--- config.mk ---
export PLATFORM = sky130hd
export DESIGN_NAME = dual_timer
export DESIGN_NICKNAME = d
export VERILOG_FILES = /design/src/rtl/dual_timer_pkg.sv /design/src/rtl/dual_timer_ctrl.sv /design/src/rtl/dual_timer_dp.sv /design/src/rtl/dual_timer.sv
export SDC_FILE = /design/constraint.sdc
export NUM_CORES = 1
export LEC_CHECK = 0
export ABC_AREA = 1
export BUFFER_PORTS_ARGS = -buffer_cell sky130_fd_sc_hd__buf_2
export CAP_MARGIN = 20
export CORE_UTILIZATION = 49
export CTS_CLUSTER_DIAMETER = 50
export DETAILED_ROUTE_END_ITERATION = 8
export GPL_TIMING_DRIVEN = 0
export PLACE_DENSITY = 0.69
export REMOVE_ABC_BUFFERS = 1
export SLEW_MARGIN = 15
export SYNTH_ARGS = -nofsm -noshare
export SYNTH_HDL_FRONTEND = slang
export SYNTH_SLANG_ARGS = --single-unit
--- constraint.sdc ---
create_clock -name clk -period 1.85 [get_ports clk]
set_input_delay 0.0925 -clock clk [delete_from_list [all_inputs] [get_ports clk]]
set_output_delay 0.0925 -clock clk [all_outputs]
set_load 0.1 [all_outputs]
--- src/rtl/dual_timer_pkg.sv ---
package dual_timer_pkg;
  localparam int TMR_W   = 32;
  localparam int HALVES  = 2;

  localparam int OFS_CNT_LO = 'h10;
  localparam int OFS_CNT_HI = 'h14;
  localparam int OFS_PRD_LO = 'h18;
  localparam int OFS_PRD_HI = 'h1C;
  localparam int OFS_CTRL   = 'h20;
  localparam int OFS_GCTL   = 'h24;
  localparam int OFS_CMP    = 'h30;

  localparam int MODE_LSB_LO = 6;
  localparam int MODE_LSB_HI = 22;
  localparam int GCTL_W      = 4;
  localparam logic [1:0] GMODE_INDEP = 2'b01;

  typedef enum logic [1:0] {
    MODE_OFF  = 2'd0,
    MODE_ONCE = 2'd1,
    MODE_LOOP = 2'd2,
    MODE_RSV  = 2'd3
  } runMode_e;

  typedef struct packed {
    logic [HALVES-1:0] cntWr;
    logic [HALVES-1:0] prdWr;
    logic              cmpWr;
    logic [HALVES-1:0] run;
    logic [HALVES-1:0] reloadOnHit;
  } dpStrobe_t;

  function automatic int cntOfs(input int h);
    return (h == 0) ? OFS_CNT_LO : OFS_CNT_HI;
  endfunction

  function automatic int prdOfs(input int h);
    return (h == 0) ? OFS_PRD_LO : OFS_PRD_HI;
  endfunction

  function automatic int modeLsb(input int h);
    return (h == 0) ? MODE_LSB_LO : MODE_LSB_HI;
  endfunction
endpackage

--- src/rtl/dual_timer_ctrl.sv ---
module dual_timer_ctrl
  import dual_timer_pkg::*;
#(
  parameter int DATA_W = TMR_W,
  parameter int ADDR_W = 8
) (
  input  logic              clk,
  input  logic              rstN,
  input  logic              busWrEn,
  input  logic [ADDR_W-1:0] busAddr,
  input  logic [DATA_W-1:0] busWdata,
  input  logic [HALVES-1:0] termHit,
  input  logic [DATA_W-1:0] cntVal [HALVES],
  input  logic [DATA_W-1:0] prdVal [HALVES],
  input  logic [DATA_W-1:0] cmpVal,
  output dpStrobe_t         strb,
  output runMode_e          modeQ [HALVES],
  output logic [GCTL_W-1:0] gctlQ,
  output logic [DATA_W-1:0] busRdata
);
  logic ctrlWr;
  logic gctlWr;
  logic unusedWdata;

  assign ctrlWr = busWrEn && (busAddr == ADDR_W'(OFS_CTRL));
  assign gctlWr = busWrEn && (busAddr == ADDR_W'(OFS_GCTL));
  assign unusedWdata = ^busWdata;

  always_ff @(posedge clk or negedge rstN) begin
    if (!rstN) begin
      gctlQ <= '0;
      for (int h = 0; h < HALVES; h++) modeQ[h] <= MODE_OFF;
    end else begin
      if (gctlWr) gctlQ <= busWdata[GCTL_W-1:0];
      for (int h = 0; h < HALVES; h++) begin
        if (ctrlWr)
          modeQ[h] <= runMode_e'(busWdata[modeLsb(h) +: 2]);
        else if (termHit[h] && modeQ[h] == MODE_ONCE)
          modeQ[h] <= MODE_OFF;
      end
    end
  end

  always_comb begin
    strb.cmpWr = busWrEn && (busAddr == ADDR_W'(OFS_CMP));
    for (int h = 0; h < HALVES; h++) begin
      strb.cntWr[h]       = busWrEn && (busAddr == ADDR_W'(cntOfs(h)));
      strb.prdWr[h]       = busWrEn && (busAddr == ADDR_W'(prdOfs(h)));
      strb.run[h]         = gctlQ[h] && (gctlQ[3:2] == GMODE_INDEP) &&
                            (modeQ[h] == MODE_ONCE || modeQ[h] == MODE_LOOP);
      strb.reloadOnHit[h] = (modeQ[h] == MODE_LOOP);
    end
  end

  always_comb begin
    busRdata = '0;
    case (busAddr)
      ADDR_W'(OFS_CNT_LO): busRdata = cntVal[0];
      ADDR_W'(OFS_CNT_HI): busRdata = cntVal[1];
      ADDR_W'(OFS_PRD_LO): busRdata = prdVal[0];
      ADDR_W'(OFS_PRD_HI): busRdata = prdVal[1];
      ADDR_W'(OFS_CMP):    busRdata = cmpVal;
      ADDR_W'(OFS_GCTL):   busRdata[GCTL_W-1:0] = gctlQ;
      ADDR_W'(OFS_CTRL): begin
        busRdata[MODE_LSB_LO +: 2] = modeQ[0];
        busRdata[MODE_LSB_HI +: 2] = modeQ[1];
      end
      default: busRdata = '0;
    endcase
  end
endmodule

--- src/rtl/dual_timer_dp.sv ---
module dual_timer_dp
  import dual_timer_pkg::*;
#(
  parameter int DATA_W = TMR_W
) (
  input  logic              clk,
  input  logic              rstN,
  input  dpStrobe_t         strb,
  input  logic [DATA_W-1:0] wdata,
  output logic [DATA_W-1:0] cntQ [HALVES],
  output logic [DATA_W-1:0] prdQ [HALVES],
  output logic [DATA_W-1:0] cmpQ,
  output logic [HALVES-1:0] termHit,
  output logic [HALVES-1:0] irqQ,
  output logic              matchQ
);
  logic armQ;
  logic cmpEq;

  for (genvar h = 0; h < HALVES; h++) begin : g_half
    assign termHit[h] = strb.run[h] && !strb.cntWr[h] && (cntQ[h] == prdQ[h]);

    always_ff @(posedge clk or negedge rstN) begin
      if (!rstN) begin
        cntQ[h] <= '0;
        prdQ[h] <= '0;
        irqQ[h] <= 1'b0;
      end else begin
        irqQ[h] <= termHit[h];
        if (strb.prdWr[h]) prdQ[h] <= wdata;
        if (strb.cntWr[h])
          cntQ[h] <= wdata;
        else if (termHit[h]) begin
          if (strb.reloadOnHit[h]) cntQ[h] <= '0;
        end else if (strb.run[h])
          cntQ[h] <= cntQ[h] + 1'b1;
      end
    end
  end

  assign cmpEq = armQ && (cntQ[0] == cmpQ);

  always_ff @(posedge clk or negedge rstN) begin
    if (!rstN) begin
      cmpQ   <= '1;
      armQ   <= 1'b1;
      matchQ <= 1'b0;
    end else begin
      matchQ <= cmpEq && !strb.cmpWr;
      if (strb.cmpWr) begin
        cmpQ <= wdata;
        armQ <= 1'b1;
      end else if (cmpEq) begin
        armQ <= 1'b0;
      end
    end
  end
endmodule

--- src/rtl/dual_timer.sv ---
module dual_timer
  import dual_timer_pkg::*;
#(
  parameter int DATA_W = TMR_W,
  parameter int ADDR_W = 8
) (
  input  logic              clk,
  input  logic              rstN,
  input  logic              busWrEn,
  input  logic [ADDR_W-1:0] busAddr,
  input  logic [DATA_W-1:0] busWdata,
  output logic [DATA_W-1:0] busRdata,
  output logic              irqLo,
  output logic              irqHi,
  output logic              matchLo
);
  dpStrobe_t         strb;
  runMode_e          modeQ [HALVES];
  logic [GCTL_W-1:0] gctlQ;
  logic [DATA_W-1:0] cntVal [HALVES];
  logic [DATA_W-1:0] prdVal [HALVES];
  logic [DATA_W-1:0] cmpVal;
  logic [HALVES-1:0] termHit;
  logic [HALVES-1:0] irqQ;

  dual_timer_ctrl #(.DATA_W(DATA_W), .ADDR_W(ADDR_W)) ctrl_i (
    .clk(clk), .rstN(rstN), .busWrEn(busWrEn), .busAddr(busAddr),
    .busWdata(busWdata), .termHit(termHit), .cntVal(cntVal),
    .prdVal(prdVal), .cmpVal(cmpVal), .strb(strb), .modeQ(modeQ),
    .gctlQ(gctlQ), .busRdata(busRdata)
  );

  dual_timer_dp #(.DATA_W(DATA_W)) dp_i (
    .clk(clk), .rstN(rstN), .strb(strb), .wdata(busWdata),
    .cntQ(cntVal), .prdQ(prdVal), .cmpQ(cmpVal), .termHit(termHit),
    .irqQ(irqQ), .matchQ(matchLo)
  );

  assign irqLo = irqQ[0];
  assign irqHi = irqQ[1];
endmodule

# Yosys cells after proc, flatten, opt, wreduce, memory -nomap -nowiden
# Index checks and enable logic that the tools add are counted.
# classes
addsub	2
n_eq_ne	17
mux	20
reduce_logical	31
# op_table
op	n
32-bit 2-to-1 mux	8
32-bit == test	3
14-bit case mux with 5 select lines	1
32-bit by 1-bit adder with 32-bit output, second input constant	2
8-bit case mux with 5 select lines	1
8-bit by 5-bit == test with 1-bit output, second input constant	4
8-bit by 6-bit == test with 1-bit output, second input constant	3
2-bit case mux with 6 select lines	2
4-bit case mux with 6 select lines	1
1-bit logical AND	19
2-bit case mux with 5 select lines	1
2-bit 2-to-1 mux	4
2-bit by 1-bit == test with 1-bit output, second input constant	3
3-bit by 2-bit inequality test with 1-bit output, second input constant	2
2-bit nonzero test	3
3-bit nonzero test	2
2-bit == test, second input constant	2
2-bit AND reduction	2
1-bit logical NOT	3
1-bit logical OR	2
1-bit 2-to-1 mux	2
# totals
register_bits	172
elab_cells	82
inputBits	43

# Longest topological paths before layout
# logic_depth
ltp_word	8
depth_mapped	14
mapped_depth_nobuf	14

# Cells and area by module
# Synthesis repeated with hierarchy kept, for this count alone.
# unflattened
hier_cells	1817
hier_area_um2	12184.2
# modules_own_cells
module	area_per_inst_um2	cells_each	instances
dual_timer_dp	10059.6	1389	1
dual_timer_ctrl	2124.5	428	1

# Least setup slack after synthesis
# OpenSTA, ideal clock, no wires.
# synth_path
path_type	input to output
startpoint	input port busAddr[7]
endpoint	output port busRdata[16]
arrival_ns	2.837
stages	6
required_time_ns	1.757
setup_slack_ns	-1.079
path_cell_list	nor2_4 > nand2_2 > nor2_4 > nand2_1 > clkbuf_1 > o21ai_0
# synth_via
elab_chain_len	2
# synth_lines
item	line	text
start, declared	dual_timer.sv:10	input logic [ADDR_W-1:0] busAddr,
8-bit by 6-bit == test with 1-bit output / 8-bit by 5-bit == test with 1-bit output (equally long branches)	dual_timer_ctrl.sv:57	case (busAddr)
14-bit case mux with 5 select lines *	dual_timer_ctrl.sv:57	
end, declared	dual_timer.sv:12	output logic [DATA_W-1:0] busRdata,
# Mark *: on every way between the ends. The rest lies on a longest branch, timed or not.

# Worst setup path in the final report
# layout_path
startpoint	register dp_i.cntQ[34] (netlist name)
endpoint	register dp_i.cntQ[45] (netlist name)
# layout_via
elab_chain_len	4
# layout_lines
item	line	text
start, declared	dual_timer_dp.sv:10	output logic [DATA_W-1:0] cntQ [HALVES],
start signal, assigned by index	dual_timer_dp.sv:32	cntQ[h] <= wdata;
start signal, assigned by index	dual_timer_dp.sv:36	cntQ[h] <= cntQ[h] + 1'b1;
32-bit by 1-bit adder with 32-bit output / 32-bit == test (equally long branches)	dual_timer_dp.sv:36, dual_timer_dp.sv:21	
32-bit 2-to-1 mux / 1-bit logical AND (equally long branches)	dual_timer_dp.sv:35, dual_timer_dp.sv:21	
32-bit 2-to-1 mux, or another cell as far along	dual_timer_dp.sv:33	else if (termHit[h]) begin
32-bit 2-to-1 mux / 2-bit AND reduction (equally long branches)	-	
# Several ways; a longest one is shown, not always the timed one. The select of a mux whose other input is x is not followed.
# A chain may end at the register's enable or synchronous reset.

==> insert_results.sql <==
INSERT INTO impl_metrics (metric_group, metric, value, unit) VALUES
('status', 'outcome', 'finished, violations left', ''),
('status', 'violations', 'setup timing', ''),
('setup_path', 'cell_repeated_most_along_the_worst_path', 'nand2_1', ''),
('logic_synthesis', 'synthCells', '1891', ''),
('power_and_ir_drop', 'finalPower', '9.67', 'mW'),
('setup_path', 'setup.worst_path.start_class', 'flop', ''),
('timing', 'timing_max_transition_violations_final', '0', ''),
('logic_synthesis', 'synth_top_cell_by_area', 'dfrtp_1', ''),
('logic_synthesis', 'avgSynthCellArea', '6.42', 'sq um'),
('logic_synthesis', 'asyncSetResetFlopFracSynth', '1.00', ''),
('power_and_ir_drop', 'peakVddDrop', '0.495', 'mV'),
('cells_and_area', 'n_fill_cell', '1896', ''),
('setup_path', 'worst_ep_required_time', '2190', 'ps'),
('die', 'design.die.area', '25400', 'sq um'),
('timing', 'period_share', '1.12', ''),
('timing', 'maxSlewHeadroom', '0.355', ''),
('routing', 'drt_wl_total', '53300', 'um'),
('routing', 'drt_first_iter_violations', '1759', ''),
('routing', 'drt-vias-per-instance', '5.99', ''),
('logic_synthesis', 'synth.lib_cells_used.distinct', '41', ''),
('placement', 'dpl.hpwl', '31300', 'um'),
('timing', 'report.final.setup_viol', '72', ''),
('timing', 'post-route-worst-setup-slack', '-221', 'ps'),
('setup_path', 'list_of_cells_traversed_by_the_critical_path', 'xnor2_2, nand2_1, nor2_1, nand2_1, nor2_4, nand3b_1, buf_6, nand2_8, nand2_8, nand2_2, nand2_1', ''),
('logic_synthesis', 'yosysMostFrequentCell', 'nand2_1', ''),
('setup_path', 'setup.worst_path.start', 'dp_i.cntQ[34]$_DFFE_PN0P_', ''),
('global_routing', 'first_global_vias', '12800', ''),
('timing', 'fin_worst_skew', '15.3', 'ps'),
('die', 'start_util', '0.499', ''),
('logic_synthesis', 'yosysTopAreaCellShare', '0.286', ''),
('placement', 'dp_slack', '-1670', 'ps'),
('global_routing', 'gr-usage-all-layers', '0.402', ''),
('power_and_ir_drop', 'power.static_leakage', '8.12', 'nW'),
('routing', 'wl_per_cell', '21.9', 'um'),
('setup_path', 'worst_path_largest_cell_delay', '470', 'ps'),
('clock_network', 'cts_buffer_depth', '2', ''),
('clock_network', 'root_buffer', 'clkbuf_16', ''),
('logic_synthesis', 'number_of_synthesized_flops_with_an_enable_pin', '0', ''),
('cells_and_area', 'fraction_of_layout_cells_with_a_size_suffix_above_1', '0.317', ''),
('logic_synthesis', 'ys_ff_latch', '172', ''),
('global_routing', 'grt_max_degree', '95', ''),
('logic_synthesis', 'dominantRegCellSynth', 'dfrtp_1', ''),
('routing', 'vias', '14600', ''),
('clock_network', 'clkSinkCount', '172', ''),
('logic_synthesis', 'syn-cell-area', '12100', 'sq um'),
('timing', 'rsz0062_at_grt', 'yes', ''),
('clock_network', 'htreeDepth', '4', ''),
('hold_path', 'min-delay-path-class', 'input pin to flop', ''),
('global_routing', 'grt_first_pass_wirelength', '76400', 'um'),
('clock_network', 'number_of_buffers_created_by_cts', '17', ''),
('clock_network', 'clock_latency', '450', 'ps'),
('die', 'die-width', '159', 'um'),
('die', 'fp-row-count', '57', ''),
('placement', 'gp_congestion', '1.02', ''),
('logic_synthesis', 'ys_top_cells_by_area', 'dfrtp_1, nand2_1, dfstp_2, inv_1, nor2_1', ''),
('die', 'die_y', '159', 'um'),
('timing', 'worst_hold_slack', '18.4', 'ps'),
('routing', 'drtPass1Iterations', '6', ''),
('setup_path', 'path_max_fanout', '8', ''),
('hold_path', 'timing.hold.worst.start', 'busWdata[16]', ''),
('cells_and_area', 'area.growth.synth_to_final', '38.3', '%'),
('timing', 'worst_margin_pin_slew', '967', 'ps'),
('clock_network', 'clk_pin_slew', '80', 'ps'),
('cells_and_area', 'final_net_count', '2146', ''),
('timing', 'max_freq', '0.483', 'GHz'),
('timing', 'hold_viol', '0', ''),
('logic_synthesis', 'synth-warning-count', '0', ''),
('placement', 'io_buffer_count', '77', ''),
('cells_and_area', 'insertedDiodeCount', '0', ''),
('setup_path', 'crit_path_dat', '2410', 'ps'),
('setup_path', 'critical_path.slowest_cell', 'dfrtp_2', '');
[logic make-up after synthesis]
family / after synthesis / synth area share
buffers and inverters: 287 / 0.0985
AO/OA/AOI/OAI: 199 / 0.0938
flip-flops: 172 / 0.358
XOR/XNOR: 83 / 0.0599
adder cells (fa/ha/maj): 6 / 0.00618
AND/OR/NAND/NOR: 1144 / 0.384
[registers in the layout, indices dropped and copies added (netlist names)]
name,flops
dp_i.prdQ,64
dp_i.cntQ,64
ctrl_i.modeQ,4
dp_i.armQ,1
dp_i.matchQ,1
dp_i.cmpQ,32
ctrl_i.gctlQ,4
dp_i.irqQ,2
[worst max-delay path, delay by kind of cell (launching register included)]
| kind | cells | cell delay [ps] |
|---|---|---|
| flops | 1 | 470 |
| buf+inv | 1 | 170 |
| simple gates | 9 | 1020 |
| xor+xnor | 1 | 280 |
[timing repair]
action                     4_1_cts  5_1_grt
hold buffers                    25        0
setup buffers                   92       56
gates resized for setup        317      203
pin swaps                      106       67
setup endpoints to repair      166      135
cloned                          22        1
hold endpoints to repair       117        0
[placed cells by master, fill, tap and decap left out, drive strengths merged]
cell / count
o22ai: 17
a211oi: 4
nand3: 125
nor3: 24
o21ai: 129
dfstp: 33
o2111ai: 12
xnor2: 40
inv: 203
nand2: 804
and3: 2
nor4: 7
clkinvlp: 5
clkinv: 9
buf: 229
xor2: 43
dlygate4sd3: 25
a22oi: 11
clkbuf: 17
a221oi: 8
a21oi: 15
ha: 6
o221ai: 1
nand3b: 4
and2: 2
nor2: 171
o211ai: 2
nand4: 14
or2: 9
dfrtp: 139
[power by group]
group	internal, mW	total (mW)	leakage, nW	switching (mW)
combinational	0.740	1.93	5.69	1.19
sequential	3.92	4.09	2.15	0.168
clock	1.79	3.64	0.278	1.85
total	6.46	9.67	8.12	3.21
[worst paths after layout]
path / to / slack, ps / cells after the start
hold reg to reg: dp_i.armQ$_DFFE_PN1P_ / 470 / 2
min in group asynchronous: dp_i.irqQ[1]$_DFF_PN0_ / 280 / 2
setup / recovery: dp_i.cntQ[45]$_DFFE_PN0P_ / -220 / 11
hold / removal: dp_i.cmpQ[16]$_DFFE_PN1P_ / 20 / 3
max in group asynchronous: dp_i.cmpQ[6]$_DFFE_PN1P_ / 650 / 3
setup reg to reg: dp_i.cntQ[45]$_DFFE_PN0P_ / -220 / 11
[metrics by stage]
| stage | cell area, sq um | std cells | TNS, ps | util |
|---|---|---|---|---|
| detailed placement | 12700 | 2209 | -177030 | 0.521 |
| finish | 16800 | 2434 | -10970 | 0.690 |
| CTS | 15600 | 2380 | -4350 | 0.640 |
| floorplan | 11700 | 1801 | -62010 | - |
| global placement | 12500 | 2202 | -611410 | 0.513 |
| global route | 16800 | 2434 | -15020 | 0.690 |
[routing by layer]
metal | global-route usage | vias up | share of wire
li1 | - | 6387 | -
met1 | 0.527 | 6735 | 0.36
met2 | 0.605 | 1149 | 0.43
met3 | 0.103 | 304 | 0.14
met4 | 0.226 | 0 | 0.072
met5 | 0 | - | 0
[final cells by class]
| cell class | instances | area, sq um | share of cell area |
|---|---|---|---|
| repair inverters | 5 | 66.3 | 0.00395 |
| well taps | 324 | 405 | 0.0241 |
| flip-flops and latches | 172 | 4420 | 0.263 |
| clock buffers | 17 | 425 | 0.0253 |
| repair buffers | 254 | 2370 | 0.141 |
| multi-input cells | 1450 | 8130 | 0.484 |
| inverters | 197 | 825 | 0.0491 |
| clock inverters | 15 | 149 | 0.00887 |
Power figures use the tool's default switching activity.
